[src/rtl/swfc_pkg.sv]
// Shared types for the software flow control engine.
// Assumes: a 2-bit mode half-field, coded as below; bit order is fixed
// because decoding of the field depends on it.
package swfc_pkg;

    typedef enum logic [1:0] {
        FC_NONE = 2'b00,   // no flow characters
        FC_SET2 = 2'b01,   // second Xon/Xoff set only
        FC_SET1 = 2'b10,   // first Xon/Xoff set only
        FC_BOTH = 2'b11    // both sets, used as an ordered pair
    } fc_sel_e;

endpackage

[src/rtl/swfc_rx_filter.sv]
// Receive screening: removes Xon/Xoff characters from the data stream,
// keeps the remote pause state, and raises the special-character flag.
// Assumes: a single-entry output register toward the FIFO; in_ready may
// depend on in_valid and in_data (a held pair start that mismatches stalls
// the newcomer for one cycle while the held byte is released).
module swfc_rx_filter
    import swfc_pkg::*;
#(
    parameter int DW = 8
) (
    input  logic          clk,
    input  logic          rst_n,
    input  fc_sel_e       rx_sel,
    input  logic          spec_on,
    input  logic [DW-1:0] xon1,
    input  logic [DW-1:0] xon2,
    input  logic [DW-1:0] xoff1,
    input  logic [DW-1:0] xoff2,
    input  logic          in_valid,
    input  logic [DW-1:0] in_data,
    output logic          in_ready,
    output logic          out_valid,
    output logic [DW-1:0] out_data,
    input  logic          out_ready,
    input  logic          flag_clr,
    output logic          paused,
    output logic          spec_flag
);

    logic          ob_valid;
    logic [DW-1:0] ob_data;
    logic          hold_valid;
    logic          hold_off;
    logic [DW-1:0] hold_data;

    logic          slot_free;
    logic          take, emit, release_h, hold_load, hold_load_off, hold_drop;
    logic          pause_set, pause_clr, spec_hit;
    logic [DW-1:0] partner, s_on, s_off;

    assign slot_free = !ob_valid || out_ready;
    assign partner   = hold_off ? xoff2 : xon2;
    assign s_on      = (rx_sel == FC_SET2) ? xon2  : xon1;
    assign s_off     = (rx_sel == FC_SET2) ? xoff2 : xoff1;

    // Decide what to do with the offered character this cycle.
    always_comb begin
        take          = 1'b0;
        emit          = 1'b0;
        release_h     = 1'b0;
        hold_load     = 1'b0;
        hold_load_off = 1'b0;
        hold_drop     = 1'b0;
        pause_set     = 1'b0;
        pause_clr     = 1'b0;
        spec_hit      = 1'b0;
        if (slot_free) begin
            if (hold_valid) begin
                if (rx_sel != FC_BOTH) begin
                    release_h = 1'b1;
                end else if (in_valid) begin
                    if (in_data == partner) begin
                        take      = 1'b1;
                        hold_drop = 1'b1;
                        pause_set = hold_off;
                        pause_clr = !hold_off;
                    end else begin
                        release_h = 1'b1;
                    end
                end
            end else if (in_valid) begin
                take = 1'b1;
                case (rx_sel)
                    FC_BOTH: begin
                        if (in_data == xoff1) begin
                            hold_load     = 1'b1;
                            hold_load_off = 1'b1;
                        end else if (in_data == xon1) begin
                            hold_load = 1'b1;
                        end else begin
                            emit = 1'b1;
                        end
                    end
                    FC_SET1, FC_SET2: begin
                        if (in_data == s_off)     pause_set = 1'b1;
                        else if (in_data == s_on) pause_clr = 1'b1;
                        else                      emit      = 1'b1;
                    end
                    default: begin
                        emit     = 1'b1;
                        spec_hit = spec_on && (in_data == xoff2);
                    end
                endcase
            end
        end
    end

    assign in_ready  = take;
    assign out_valid = ob_valid;
    assign out_data  = ob_data;

    // Output register toward the receive FIFO.
    always_ff @(posedge clk) begin
        if (!rst_n) begin
            ob_valid <= 1'b0;
            ob_data  <= '0;
        end else if (release_h) begin
            ob_valid <= 1'b1;
            ob_data  <= hold_data;
        end else if (emit) begin
            ob_valid <= 1'b1;
            ob_data  <= in_data;
        end else if (out_ready) begin
            ob_valid <= 1'b0;
        end
    end

    // Holding register for the first code of a pair.
    always_ff @(posedge clk) begin
        if (!rst_n) begin
            hold_valid <= 1'b0;
            hold_off   <= 1'b0;
            hold_data  <= '0;
        end else if (hold_load) begin
            hold_valid <= 1'b1;
            hold_off   <= hold_load_off;
            hold_data  <= in_data;
        end else if (release_h || hold_drop) begin
            hold_valid <= 1'b0;
        end
    end

    // Remote pause state; forced clear when receive screening is off.
    always_ff @(posedge clk) begin
        if (!rst_n)                 paused <= 1'b0;
        else if (rx_sel == FC_NONE) paused <= 1'b0;
        else if (pause_set)         paused <= 1'b1;
        else if (pause_clr)         paused <= 1'b0;
    end

    // Sticky special-character flag; a new hit wins over a clear.
    always_ff @(posedge clk) begin
        if (!rst_n)        spec_flag <= 1'b0;
        else if (spec_hit) spec_flag <= 1'b1;
        else if (flag_clr) spec_flag <= 1'b0;
    end

endmodule

[src/rtl/swfc_level_mon.sv]
// Watches the receive FIFO level and raises one Xoff request on reaching
// the high mark, then one Xon request on draining to the low mark.
// Assumes: hi > lo; requests are cleared by the transmit side's done pulses.
module swfc_level_mon
    import swfc_pkg::*;
#(
    parameter int LW = 6
) (
    input  logic          clk,
    input  logic          rst_n,
    input  fc_sel_e       tx_sel,
    input  logic [LW-1:0] level,
    input  logic [LW-1:0] hi_lvl,
    input  logic [LW-1:0] lo_lvl,
    input  logic          xoff_done,
    input  logic          xon_done,
    output logic          need_xoff,
    output logic          need_xon
);

    logic armed;

    // Hysteresis: arm on the high mark, disarm on the low mark.
    always_ff @(posedge clk) begin
        if (!rst_n || tx_sel == FC_NONE) begin
            armed     <= 1'b0;
            need_xoff <= 1'b0;
            need_xon  <= 1'b0;
        end else if (!armed && level >= hi_lvl) begin
            armed     <= 1'b1;
            need_xoff <= 1'b1;
            need_xon  <= 1'b0;
        end else if (armed && level <= lo_lvl) begin
            armed     <= 1'b0;
            need_xon  <= 1'b1;
            need_xoff <= 1'b0;
        end else begin
            if (xoff_done) need_xoff <= 1'b0;
            if (xon_done)  need_xon  <= 1'b0;
        end
    end

endmodule

[src/rtl/swfc_tx_arb.sv]
// Chooses the next character for the transmit shifter: second code of a
// pair first, then a pending Xoff, then a pending Xon, then FIFO data
// unless paused. A character already loaded is always finished.
// Assumes: single-entry output register; need_* only set when tx_sel != NONE.
module swfc_tx_arb
    import swfc_pkg::*;
#(
    parameter int DW = 8
) (
    input  logic          clk,
    input  logic          rst_n,
    input  fc_sel_e       tx_sel,
    input  logic [DW-1:0] xon1,
    input  logic [DW-1:0] xon2,
    input  logic [DW-1:0] xoff1,
    input  logic [DW-1:0] xoff2,
    input  logic          need_xoff,
    input  logic          need_xon,
    input  logic          paused,
    input  logic          fifo_valid,
    input  logic [DW-1:0] fifo_data,
    output logic          fifo_ready,
    output logic          sh_valid,
    output logic [DW-1:0] sh_data,
    input  logic          sh_ready,
    output logic          xoff_done,
    output logic          xon_done
);

    logic          sv;
    logic [DW-1:0] sd;
    logic          tail_valid;
    logic [DW-1:0] tail_data;

    logic          free, load, tail_set;
    logic [DW-1:0] ld, tail_d, first_off, first_on;

    assign free      = !sv || sh_ready;
    assign first_off = (tx_sel == FC_SET2) ? xoff2 : xoff1;
    assign first_on  = (tx_sel == FC_SET2) ? xon2  : xon1;

    // Priority selection of the next character.
    always_comb begin
        load       = 1'b0;
        ld         = fifo_data;
        xoff_done  = 1'b0;
        xon_done   = 1'b0;
        tail_set   = 1'b0;
        tail_d     = xoff2;
        fifo_ready = 1'b0;
        if (free) begin
            if (tail_valid) begin
                load = 1'b1;
                ld   = tail_data;
            end else if (need_xoff) begin
                load      = 1'b1;
                ld        = first_off;
                xoff_done = 1'b1;
                tail_set  = (tx_sel == FC_BOTH);
                tail_d    = xoff2;
            end else if (need_xon) begin
                load     = 1'b1;
                ld       = first_on;
                xon_done = 1'b1;
                tail_set = (tx_sel == FC_BOTH);
                tail_d   = xon2;
            end else if (!paused) begin
                fifo_ready = 1'b1;
                load       = fifo_valid;
            end
        end
    end

    assign sh_valid = sv;
    assign sh_data  = sd;

    // Output register toward the shifter.
    always_ff @(posedge clk) begin
        if (!rst_n) begin
            sv <= 1'b0;
            sd <= '0;
        end else if (load) begin
            sv <= 1'b1;
            sd <= ld;
        end else if (sh_ready) begin
            sv <= 1'b0;
        end
    end

    // Second code of a pair, queued behind the first.
    always_ff @(posedge clk) begin
        if (!rst_n) begin
            tail_valid <= 1'b0;
            tail_data  <= '0;
        end else if (tail_set) begin
            tail_valid <= 1'b1;
            tail_data  <= tail_d;
        end else if (free && tail_valid) begin
            tail_valid <= 1'b0;
        end
    end

endmodule

[src/rtl/swfc_engine.sv]
// Top of the software flow control engine: splits the control field,
// gates special detect, and connects the receive filter, level monitor
// and transmit arbiter.
// Assumes: configuration is static while characters are in flight.
module swfc_engine
    import swfc_pkg::*;
#(
    parameter int DW = 8,
    parameter int LW = 6
) (
    input  logic          clk,
    input  logic          rst_n,
    input  logic [3:0]    cfg_mode,
    input  logic          cfg_spec_en,
    input  logic [DW-1:0] cfg_xon1,
    input  logic [DW-1:0] cfg_xon2,
    input  logic [DW-1:0] cfg_xoff1,
    input  logic [DW-1:0] cfg_xoff2,
    input  logic [LW-1:0] cfg_hi_lvl,
    input  logic [LW-1:0] cfg_lo_lvl,
    input  logic          rxc_valid,
    input  logic [DW-1:0] rxc_data,
    output logic          rxc_ready,
    output logic          rxf_valid,
    output logic [DW-1:0] rxf_data,
    input  logic          rxf_ready,
    input  logic [LW-1:0] rxf_level,
    input  logic          txf_valid,
    input  logic [DW-1:0] txf_data,
    output logic          txf_ready,
    output logic          txs_valid,
    output logic [DW-1:0] txs_data,
    input  logic          txs_ready,
    input  logic          isr_rd,
    output logic          tx_paused,
    output logic          spec_flag
);

    fc_sel_e tx_sel, rx_sel;
    logic    spec_on;
    logic    need_xoff, need_xon, xoff_done, xon_done;

    assign tx_sel  = fc_sel_e'(cfg_mode[3:2]);
    assign rx_sel  = fc_sel_e'(cfg_mode[1:0]);
    assign spec_on = cfg_spec_en && (cfg_mode == 4'b0000);

    swfc_rx_filter #(.DW(DW)) u_rx (
        .clk(clk), .rst_n(rst_n), .rx_sel(rx_sel), .spec_on(spec_on),
        .xon1(cfg_xon1), .xon2(cfg_xon2), .xoff1(cfg_xoff1), .xoff2(cfg_xoff2),
        .in_valid(rxc_valid), .in_data(rxc_data), .in_ready(rxc_ready),
        .out_valid(rxf_valid), .out_data(rxf_data), .out_ready(rxf_ready),
        .flag_clr(isr_rd), .paused(tx_paused), .spec_flag(spec_flag)
    );

    swfc_level_mon #(.LW(LW)) u_lvl (
        .clk(clk), .rst_n(rst_n), .tx_sel(tx_sel), .level(rxf_level),
        .hi_lvl(cfg_hi_lvl), .lo_lvl(cfg_lo_lvl),
        .xoff_done(xoff_done), .xon_done(xon_done),
        .need_xoff(need_xoff), .need_xon(need_xon)
    );

    swfc_tx_arb #(.DW(DW)) u_tx (
        .clk(clk), .rst_n(rst_n), .tx_sel(tx_sel),
        .xon1(cfg_xon1), .xon2(cfg_xon2), .xoff1(cfg_xoff1), .xoff2(cfg_xoff2),
        .need_xoff(need_xoff), .need_xon(need_xon), .paused(tx_paused),
        .fifo_valid(txf_valid), .fifo_data(txf_data), .fifo_ready(txf_ready),
        .sh_valid(txs_valid), .sh_data(txs_data), .sh_ready(txs_ready),
        .xoff_done(xoff_done), .xon_done(xon_done)
    );

endmodule

[config.mk]
export PLATFORM = sky130hd
export DESIGN_NAME = swfc_engine
export DESIGN_NICKNAME = d
export VERILOG_FILES = /design/src/rtl/swfc_pkg.sv /design/src/rtl/swfc_rx_filter.sv /design/src/rtl/swfc_level_mon.sv /design/src/rtl/swfc_tx_arb.sv /design/src/rtl/swfc_engine.sv
export SDC_FILE = /design/constraint.sdc
export NUM_CORES = 1
export LEC_CHECK = 0
export CORE_ASPECT_RATIO = 0.9
export CORE_MARGIN = 3
export CORE_UTILIZATION = 44
export DETAILED_ROUTE_END_ITERATION = 16
export DONT_BUFFER_PORTS = 1
export GPL_TIMING_DRIVEN = 0
export HOLD_SLACK_MARGIN = 0.05
export PLACE_DENSITY = 0.63
export REMOVE_ABC_BUFFERS = 1
export SETUP_SLACK_MARGIN = 0.3
export SKIP_CTS_REPAIR_TIMING = 1
export SLEW_MARGIN = 15
export SYNTH_ARGS = -nofsm -noshare
export SYNTH_HDL_FRONTEND = slang
export SYNTH_SLANG_ARGS = --single-unit
export TNS_END_PERCENT = 5
[constraint.sdc]
create_clock -name clk -period 2.35 [get_ports clk]
set_input_delay 0.1175 -clock clk [delete_from_list [all_inputs] [get_ports clk]]
set_output_delay 0.1175 -clock clk [all_outputs]
set_load 0.02 [all_outputs]
; Word-level counts from Yosys, hierarchy flattened
; Index checks and enable logic that the tools add are counted.
; Widths: inputs -> output; s select.
[word_totals]
mem_count = 0
latchBits = 0
ff_bits = 42
in_bits = 78
mem_bits_rw = 0
word_cells = 169
rom_bits = 0
[op_classes]
n_eq_ne = 12
order_cmp = 2
n_shift = 0
div = 0
n_mul = 0
n_mux = 109
n_bitwise = 1
n_addsub = 0
n_reduce_logical = 31
[ops]
columns = op, count
row1 = $mux 8, 15
row2 = $mux 1, 93
row3 = $eq 8x8->1, 6
row4 = $reduce_bool 2->1, 8
row5 = $eq 2x2->1 const B, 3
row6 = $ge 6x6->1, 1
row7 = $le 6x6->1, 1
row8 = $reduce_bool 3->1, 2
row9 = $reduce_or 2->1, 3
row10 = $logic_and 1x1->1, 5
row11 = $logic_not 1->1, 5
row12 = $eq 2x1->1 const B, 2
row13 = $logic_not 2->1, 2
row14 = $logic_not 4->1, 1
row15 = $logic_or 1x1->1, 4
row16 = $reduce_or 3->1, 1
row17 = $ne 2x2->1 const B, 1
row18 = $pmux 1 s2, 1
row19 = $not 1->1, 1

; Longest topological paths before layout
; Gate-level depths: netlist (run 1).
[depth]
depth_word = 11
ltp_mapped = 11

; By module
; Synthesis (run 1) repeated with hierarchy kept, for this count alone.
[unflattened]
cells_unflattened = 440
hier_area_um2 = 3827.4
[by_module_without_submodules]
columns = mod, area_each_um2, seq_area_each_um2, cells_per_inst, instances
row1 = swfc_rx_filter, 2169.6, 420.4, 254, 1
row2 = swfc_tx_arb, 1213.7, 360.3, 130, 1
row3 = swfc_level_mon, 425.4, 60.1, 54, 1
row4 = swfc_engine, 18.8, 0.0, 2, 1

; Worst setup path after synthesis (run 1)
; Ideal clock, no wire load.
[synth_timing]
path_kind = in2reg
from = in cfg_mode[1]
to = reg u_rx.ob_data[0] (netlist: u_rx.out_data[0])
setup_slack_ns = 0.394
path_buffers = 2
t_arrival_ns = 1.835
required_ns = 2.228
cell_stages = 11
path_cell_list = inv_1 -> ha_1 -> buf_6 -> mux2i_1 -> xnor2_1 -> nor4_1 -> nand2_1 -> a32oi_1 -> buf_6 -> mux2i_1 -> a21oi_2
[synth_between]
elab_chain_len = 10
word_cells_on_any_way = 20
[synth_lines]
columns = item, line
row1 = start: declaration, swfc_engine.sv:13  ; input logic [3:0] cfg_mode,
row2 = $eq 2x1->1, "swfc_rx_filter.sv:43, swfc_rx_filter.sv:44, swfc_rx_filter.sv:73"
row3 = $mux 8, swfc_rx_filter.sv:43  ; assign s_on = (rx_sel == FC_SET2) ? xon2 : xon1;
row4 = $eq 8x8->1, swfc_rx_filter.sv:86  ; else if (in_data == s_on) pause_clr = 1'b1;
row5 = $mux 1, swfc_rx_filter.sv:86
row6 = $mux 1, swfc_rx_filter.sv:85  ; if (in_data == s_off) pause_set = 1'b1;
row7 = $pmux 1 s2, swfc_rx_filter.sv:73  ; case (rx_sel)
row8 = $mux 1, swfc_rx_filter.sv:71  ; end else if (in_valid) begin
row9 = $mux 1, swfc_rx_filter.sv:58  ; if (hold_valid) begin
row10 = $mux 1, swfc_rx_filter.sv:57  ; if (slot_free) begin
row11 = $reduce_bool 2->1 (no line), n/a
row12 = end signal: assignment, swfc_rx_filter.sv:109  ; ob_data <= hold_data;
row13 = end signal: assignment, swfc_rx_filter.sv:112  ; ob_data <= in_data;
row14 = end: declaration, swfc_rx_filter.sv:31  ; logic [DW-1:0] ob_data;
; Parallel ways exist; a longest one is shown, timed or not.
; A chain may end at the register's enable or synchronous reset.

; Worst setup path in the final report (run 1)
[layout_timing]
from = reg u_rx.hold_off
to = out rxc_ready
[layout_between]
elab_chain_len = 7
[layout_lines]
columns = item, line
row1 = start: declaration, swfc_rx_filter.sv:33  ; logic hold_off;
row2 = start signal: assignment, swfc_rx_filter.sv:126  ; hold_off <= hold_load_off;
row3 = $mux 8, swfc_rx_filter.sv:42  ; assign partner = hold_off ? xoff2 : xon2;
row4 = $eq 8x8->1, swfc_rx_filter.sv:62  ; if (in_data == partner) begin
row5 = $mux 1, swfc_rx_filter.sv:62
row6 = $mux 1, swfc_rx_filter.sv:61  ; end else if (in_valid) begin
row7 = $mux 1, swfc_rx_filter.sv:59  ; if (rx_sel != FC_BOTH) begin
row8 = $mux 1, swfc_rx_filter.sv:58
row9 = $mux 1, swfc_rx_filter.sv:57
row10 = end: declaration, swfc_engine.sv:23  ; output logic rxc_ready,
; No other way between the ends.

==> results of run 1 <==
metrics by stage:
stage | worst slack (ps) | instances | utilization (%)
2_1_floorplan | -90.23 | 357 | -
3_3_place_gp | -561.5 | 447 | 46.02
3_5_place_dp | -408.3 | 448 | 46.13
4_1_cts | -114.7 | 456 | 47.48
5_1_grt | 141.5 | 466 | 49.80
6_report | 311.3 | 466 | 49.80
routing by layer:
| metal | vias to the layer above | part of all wire (%) | track usage [%] |
|---|---|---|---|
| li1 | 1328 | - | - |
| met1 | 1223 | 43 | 22.99 |
| met2 | 77 | 49 | 34.34 |
| met3 | 11 | 6.6 | 5.469 |
| met4 | 0 | 1.5 | 4.522 |
| met5 | - | 0 | 0 |
cell families (layout without fill, tap and decap cells):
kind of cell | after synthesis | after routing | synth area share, %
adders and majority gates | 17 | 17 | 6.672
buffers and inverters | 51 | 41 | 8.006
AOI/OAI and AO/OA | 92 | 92 | 19.98
DFF | 42 | 42 | 26.37
and+or+nand+nor | 107 | 107 | 15.97
xor gates and xnor gates | 37 | 37 | 10.17
muxes | 40 | 40 | 12.83
worst register-to-register path: cells and delay by family (launching register included):
kind                      cells  cell delay [ps]
AOI/OAI and AO/OA             3              580
DFF                           1              510
and+or+nand+nor               2              460
muxes                         1              250
xor gates and xnor gates      1              180
layout make-up:
cell class                 instances  area (um2)  share of cell area (%)
clock inverter                     1       5.005                  0.1479
multi-input combinational        293        2151                   63.55
tap                               90       112.6                   3.327
inverter                          22       82.58                   2.440
sequential                        42       842.1                   24.88
timing repair buffer              11       105.1                   3.105
clock buffer                       7       86.33                   2.551
state kept, by name, indices dropped and copies added, names as in the netlist:
signal	cells
u_lvl.armed	1
u_lvl.need_xoff	1
u_lvl.need_xon	1
u_rx.hold_data	8
u_rx.hold_off	1
u_rx.hold_valid	1
u_rx.out_data	8
u_rx.out_valid	1
u_rx.paused	1
u_rx.spec_flag	1
u_tx.sh_data	8
u_tx.sh_valid	1
u_tx.tail_data	8
u_tx.tail_valid	1
worst max path at each step:
| stage | from | end | slack [ps] | cells past startpoint |
|---|---|---|---|---|
| finish | u_rx.hold_off$_SDFFE_PN0P_ | rxc_ready | 310 | 5 |
| global placement | cfg_mode[1] | u_rx.out_data[5]$_SDFFE_PN0P_ | -560 | 9 |
| CTS | cfg_mode[1] | u_rx.out_data[6]$_SDFFE_PN0P_ | -110 | 10 |
| detailed placement | cfg_mode[1] | u_rx.out_data[6]$_SDFFE_PN0P_ | -410 | 10 |
| floorplan | cfg_mode[1] | u_rx.out_data[0]$_SDFFE_PN0P_ | -90 | 9 |
| global route | u_rx.hold_off$_SDFFE_PN0P_ | u_rx.out_data[0]$_SDFFE_PN0P_ | 140 | 7 |
where the power goes:
group | total [uW] | internal, uW | switching (uW) | leakage (uW)
clock | 471 | 237 | 234 | 0.0000482
combinational | 393 | 199 | 194 | 0.000866
sequential | 828 | 752 | 75.6 | 0.000343
cell usage in the layout (no fill, tap or decap), drive strengths merged, types with 10 or more instances in the layout:
| cell type | n |
|---|---|
| a211oi | 10 |
| a21oi | 23 |
| dfxtp | 42 |
| ha | 17 |
| inv | 22 |
| mux2i | 33 |
| nand2 | 32 |
| nor2 | 32 |
| o21ai | 21 |
| xnor2 | 28 |
synth_stat cells (3+ instances only):
| library cell | n |
|---|---|
| sky130_fd_sc_hd__a21oi_2 | 8 |
| sky130_fd_sc_hd__nand2b_1 | 5 |
| sky130_fd_sc_hd__nor3_1 | 4 |
| sky130_fd_sc_hd__ha_1 | 17 |
| sky130_fd_sc_hd__a21oi_1 | 15 |
| sky130_fd_sc_hd__a31oi_1 | 3 |
| sky130_fd_sc_hd__nor2_1 | 31 |
| sky130_fd_sc_hd__a21o_1 | 5 |
| sky130_fd_sc_hd__a311oi_1 | 7 |
| sky130_fd_sc_hd__mux2i_1 | 33 |
| sky130_fd_sc_hd__nor2b_1 | 6 |
| sky130_fd_sc_hd__buf_2 | 5 |
| sky130_fd_sc_hd__nand3_1 | 7 |
| sky130_fd_sc_hd__clkbuf_1 | 12 |
| sky130_fd_sc_hd__o21ai_0 | 21 |
| sky130_fd_sc_hd__and2_1 | 8 |
| sky130_fd_sc_hd__xnor2_1 | 28 |
| sky130_fd_sc_hd__inv_1 | 22 |
| sky130_fd_sc_hd__buf_4 | 5 |
| sky130_fd_sc_hd__nand4_1 | 7 |
| sky130_fd_sc_hd__a221oi_1 | 7 |
| sky130_fd_sc_hd__o21a_1 | 3 |
| sky130_fd_sc_hd__mux2_2 | 6 |
| sky130_fd_sc_hd__dfxtp_1 | 42 |
| sky130_fd_sc_hd__xor2_1 | 9 |
| sky130_fd_sc_hd__a211oi_1 | 10 |
| sky130_fd_sc_hd__buf_6 | 5 |
| sky130_fd_sc_hd__nand2_1 | 32 |
==> results.sh, run 1 <==
export IMPL_drt_iter0_markers=71
export IMPL_die_width_um=95.73
export IMPL_reg2reg_setup_slack_ps=310
export IMPL_path_cells="mux2i_1, xor2_1, nand4_1, o21ai_0, nor2b_4"
export IMPL_timing_rr_start="u_rx.hold_off$_SDFFE_PN0P_"
export IMPL_post_route_cell_area_um2=3385
export IMPL_antenna_found_initial=0
export IMPL_failed_checks="hold timing"
export IMPL_r2r_end="u_rx.out_data[0]$_SDFFE_PN0P_"
export IMPL_cts_tree="yes"
export IMPL_critical_path_data_required_time_ps=2230
export IMPL_syn2layout_area_growth_pct=6.162
export IMPL_worst_slew_margin_rel_pct=42.18
export IMPL_finalHoldWorstSlack_ps=-49.17
export IMPL_netlist_instances=386
export IMPL_hold_wc_startpoint="rst_n"
export IMPL_post_layout_total_power_uw=1691
export IMPL_clock_tree_buffer_depth=2
export IMPL_share_of_yosys_cell_area_claimed_by_the_top_area_cell_type_pct=26.37
export IMPL_dpl_hpwl_um=6440
export IMPL_floorplan_die_area_um2=8305
export IMPL_sequential_element_share_of_the_synthesized_area_pct=26.37
export IMPL_critical_path_startpoint_type="flip-flop"
export IMPL_timing_worst_slew_pin_value_ps=865.5
export IMPL_syn_mean_instance_area_um2=8.259
export IMPL_worst_path_largest_cell_delay_ps=510
export IMPL_clock_skew_ps=2.466
export IMPL_p_leak_uw=0.001257
export IMPL_grt_pass1_wl_um=12700
export IMPL_drc_markers=0
export IMPL_track_usage_pct=19.36
export IMPL_vias=2639
export IMPL_synthArstFlopShare_pct=0
export IMPL_number_of_top_level_pins=100
export IMPL_slew_violations=0
export IMPL_insertion_delay_ps=280
export IMPL_fillCellCount=687
export IMPL_design_core_area_um2=6797
export IMPL_setup_tns_ps=0
export IMPL_path_max_fanout=7
export IMPL_final_min_clock_period_ps=2039
export IMPL_max_cap_violations=0
export IMPL_min_delay_worst_endpoint="u_tx.sh_data[4]$_SDFFE_PN0P_"
export IMPL_number_of_hold_violations_in_the_final_report=13
export IMPL_clk_pin_slew_worst_paths_ps=80
export IMPL_initial_core_util_pct=46.91
export IMPL_final_period_utilization_pct=86.75
export IMPL_clock_buffers_created_by_tritoncts=5
export IMPL_synth_area_top_cells="sky130_fd_sc_hd__dfxtp_1 (26%), sky130_fd_sc_hd__mux2i_1 (10%), sky130_fd_sc_hd__xnor2_1 (7.7%), sky130_fd_sc_hd__ha_1 (6.7%), sky130_fd_sc_hd__nand2_1 (3.8%)"
export IMPL_detail_route_first_pass_iterations=4
export IMPL_rows=28
export IMPL_insertedDiodeCount=0
export IMPL_report_final_setup_viol=0
export IMPL_finish_net_count=470
export IMPL_detail_route_antenna_nets=0
export IMPL_predominant_post_synthesis_flop_cell="sky130_fd_sc_hd__dfxtp_1"
export IMPL_cts_max_level=2
export IMPL_fmax_mhz=490.5
export IMPL_place_port_buffers=0
export IMPL_syn_cell_area_um2=3188
export IMPL_status="finished, violations left"
export IMPL_detail_route_vias_per_cell=5.663
export IMPL_rsz0062_at_grt="yes"
export IMPL_dpl_instance_area_um2=3136
export IMPL_drive_above_1_share_pct=9.574
export IMPL_netlist_top_cell_by_area="sky130_fd_sc_hd__dfxtp_1"
export IMPL_family_with_the_most_delay_on_the_worst_path="flip-flops"
export IMPL_ys_ff_latch=42
export IMPL_grt_max_degree=25
export IMPL_gpl_final_weighted_congestion=0.8965
export IMPL_globalRouteOverflowTotal=0
export IMPL_count_of_cells_along_the_worst_register_to_register_path=7
export IMPL_end_kind="primary output"
export IMPL_worstHoldPathType="in2reg"
export IMPL_critical_path_n_buffers_inverters=0
export IMPL_synthDistinctLibCells=46
export IMPL_critPathSlowestCell="sky130_fd_sc_hd__dfxtp_1"
export IMPL_chipHeight_um=86.76
export IMPL_vias_in_the_first_global_route=2599
export IMPL_final_wirelength_um=8166
export IMPL_power_ir_vdd_worst_v=0.0003348
export IMPL_detail_route_wl_per_cell_um=17.52
export IMPL_cts_root_buf="sky130_fd_sc_hd__clkbuf_8"
export IMPL_min_path_cells=1
export IMPL_cp_arrival_ps=1920
export IMPL_yosysWarningCount=0
export IMPL_cts_sinks=42
export IMPL_timing_setup_critical_path_class="reg2out"
export IMPL_synth_edff_count=0
export IMPL_power_per_cell_area_nw_per_um2=499.7
No activity file was read; power rests on OpenSTA's default activity.
==> run 2: changes to the inputs <==
--- a/config.mk
+++ b/config.mk
@@ -7,12 +7,12 @@
 export LEC_CHECK = 0
 export CORE_ASPECT_RATIO = 0.9
 export CORE_MARGIN = 3
-export CORE_UTILIZATION = 44
+export CORE_UTILIZATION = 30
 export DETAILED_ROUTE_END_ITERATION = 16
 export DONT_BUFFER_PORTS = 1
 export GPL_TIMING_DRIVEN = 0
 export HOLD_SLACK_MARGIN = 0.05
-export PLACE_DENSITY = 0.63
+export PLACE_DENSITY = 0.48
 export REMOVE_ABC_BUFFERS = 1
 export SETUP_SLACK_MARGIN = 0.3
 export SKIP_CTS_REPAIR_TIMING = 1
==> run 2 against run 1 <==
Sequential cell count did not move. Power rose by 10%. The flow still finishes with violations (hold timing). Routed wire length rose by 10%. Critical path depth rose by 3. Worst hold slack improved by 12 ps. Non-clock buffer count fell by 2. Critical path type is now reg2reg. Clock power rose by 37%. Die area rose by 43%.
==> results.sh, run 2 (synthesis gave the netlist of run 1 again) <==
export IMPL_grt_pass1_wl_um=13960
export IMPL_end_kind="flip-flop"
export IMPL_clock_skew_ps=4.856
export IMPL_met3RoutedLength_um=624
export IMPL_p_leak_uw=0.001260
export IMPL_insertedDiodeCount=0
export IMPL_critical_path_data_required_time_ps=2510
export IMPL_power_per_cell_area_nw_per_um2=541.0
export IMPL_mostFrequentLayoutCell="sky130_fd_sc_hd__dfxtp_1"
export IMPL_drive_above_1_share_pct=9.115
export IMPL_design_core_area_um2=10290
export IMPL_power_ir_vdd_worst_v=0.0002621
export IMPL_initial_core_util_pct=30.98
export IMPL_detail_route_vias_per_cell=5.167
export IMPL_worstHoldPathType="in2reg"
export IMPL_dpl_hpwl_um=7144
export IMPL_path_cells="nand2b_1, nand2_1, nor2_1, and2_1, a32oi_4, buf_4, mux2i_1, a21oi_2"
export IMPL_post_route_cell_area_um2=3451
export IMPL_place_port_buffers=0
export IMPL_routed_length_on_met1_um=3828
export IMPL_placed_cells=487
export IMPL_timing_rr_start="u_rx.out_valid$_SDFFE_PN0P_"
export IMPL_drt_iter0_markers=104
export IMPL_final_period_utilization_pct=88.72
export IMPL_number_of_hold_violations_in_the_final_report=11
export IMPL_vias=2594
export IMPL_insertion_delay_ps=280
export IMPL_failed_checks="hold timing"
export IMPL_max_cap_violations=0
export IMPL_globalRouteOverflowTotal=0
export IMPL_layout_cells_most_common_list="sky130_fd_sc_hd__dfxtp_1 (42), sky130_fd_sc_hd__mux2i_1 (33), sky130_fd_sc_hd__nand2_1 (32), sky130_fd_sc_hd__nor2_1 (29), sky130_fd_sc_hd__xnor2_1 (28)"
export IMPL_critPathSlowestCell="sky130_fd_sc_hd__dfxtp_1"
export IMPL_track_usage_pct=14.65
export IMPL_fmax_mhz=479.6
export IMPL_cts_root_buf="sky130_fd_sc_hd__clkbuf_16"
export IMPL_antenna_found_initial=0
export IMPL_post_layout_nonfiller_instances=502
export IMPL_detail_route_first_pass_iterations=4
export IMPL_cts_sinks=42
export IMPL_timing_setup_critical_path_class="reg2reg"
export IMPL_drc_markers=0
export IMPL_cp_arrival_ps=2240
export IMPL_final_wirelength_um=8984
export IMPL_floorplan_die_area_um2=11900
export IMPL_worst_path_largest_cell_delay_ps=450
export IMPL_final_min_clock_period_ps=2085
export IMPL_family_with_the_most_delay_on_the_worst_path="simple AND/OR/NAND/NOR gates"
export IMPL_post_layout_total_power_uw=1867
export IMPL_finalHoldWorstSlack_ps=-37.60
export IMPL_cts_max_level=2
export IMPL_detail_route_antenna_nets=0
export IMPL_timing_final_ws_setup_ps=265.1
export IMPL_final_seq_area_um2=840.8
export IMPL_detail_route_wl_per_cell_um=17.90
export IMPL_number_of_top_level_pins=100
export IMPL_rsz0062_at_grt="yes"
export IMPL_status="finished, violations left"
export IMPL_path_max_fanout=6
export IMPL_highest_signal_layer="met4"
export IMPL_gpl_final_weighted_congestion=0.8657
export IMPL_timing_worst_slew_pin_value_ps=892.1
export IMPL_rows=35
export IMPL_critical_path_startpoint_type="flip-flop"
export IMPL_clock_buffers_created_by_tritoncts=5
export IMPL_cts_tree="yes"
export IMPL_fillCellCount=1068
export IMPL_dpl_instance_area_um2=3184
export IMPL_clk_pin_slew_worst_paths_ps=60
export IMPL_chipHeight_um=103.8
export IMPL_route_met2_wl_um=4367
export IMPL_pre_cts_ws_ps=-323.0
export IMPL_vias_in_the_first_global_route=2600
export IMPL_hold_wc_startpoint="rst_n"
export IMPL_setup_tns_ps=0
export IMPL_grt_max_degree=25
export IMPL_critical_path_n_buffers_inverters=1
export IMPL_multi_input_comb_area_um2=2143
export IMPL_crit_path_start="u_rx.out_valid$_SDFFE_PN0P_"
export IMPL_report_final_setup_viol=0
export IMPL_slew_violations=0
export IMPL_syn2layout_area_growth_pct=8.242
export IMPL_worst_slew_margin_rel_pct=40.40
export IMPL_clock_tree_buffer_depth=2
export IMPL_finish_net_count=468
export IMPL_die_width_um=114.7
-- run 2: cell count changes in the layout (fill, tap and decap cells not counted) --
cell and delta:
sky130_fd_sc_hd__dfxtp_1 +1, sky130_fd_sc_hd__dfxtp_2 -1, sky130_fd_sc_hd__clkbuf_1 -1, sky130_fd_sc_hd__nor2b_2 +1, sky130_fd_sc_hd__clkbuf_16 +5, sky130_fd_sc_hd__or2_4 -1, sky130_fd_sc_hd__or2_2 +1, sky130_fd_sc_hd__buf_4 -1
sky130_fd_sc_hd__dlygate4sd3_1 -1, sky130_fd_sc_hd__nor2b_4 -1, sky130_fd_sc_hd__clkbuf_8 -6, sky130_fd_sc_hd__clkinv_2 +1
-- run 2: layout make-up --
| cell class | count | share of cell area, % |
|---|---|---|
| Multi-Input combinational cell | 293 | 62.11 |
| Sequential cell | 42 | 24.37 |
| Timing Repair Buffer | 9 | 2.538 |
| Inverter | 22 | 2.393 |
| Tap cell | 129 | 4.677 |
| Clock buffer | 5 | 3.626 |
| Clock inverter | 2 | 0.2901 |
-- run 2: path summary, 6_finish.rpt --
kind	end	slack [ps]	cells past startpoint
hold reg to reg	u_rx.hold_data[4]$_SDFFE_PN0P_	500	2
hold / removal	u_tx.sh_data[1]$_SDFFE_PN0P_	-40	1
setup reg to reg	u_rx.out_data[6]$_SDFFE_PN0P_	270	8
setup / recovery	u_rx.out_data[6]$_SDFFE_PN0P_	270	8
-- run 2: metrics by stage --
step,hold slack (ps),util [%]
after floorplan,239.2,-
final,-37.60,33.53
after global placement,244.7,30.87
after detailed placement,248.3,30.94
after global routing,-46.43,33.53
after CTS,-41.73,32.26
-- run 2: routing by layer --
metal / vias to the layer above / GRT usage (%)
li1: 1332 / -
met5: - / 0
met4: 0 / 4.326
met2: 65 / 24.23
met1: 1186 / 17.92
met3: 11 / 4.907
-- run 2: where the power goes --
| part | leakage, uW | internal [uW] | switching, uW |
|---|---|---|---|
| registers | 0.000343 | 753 | 78.9 |
| logic | 0.000848 | 194 | 195 |
| clock network | 0.0000694 | 383 | 263 |
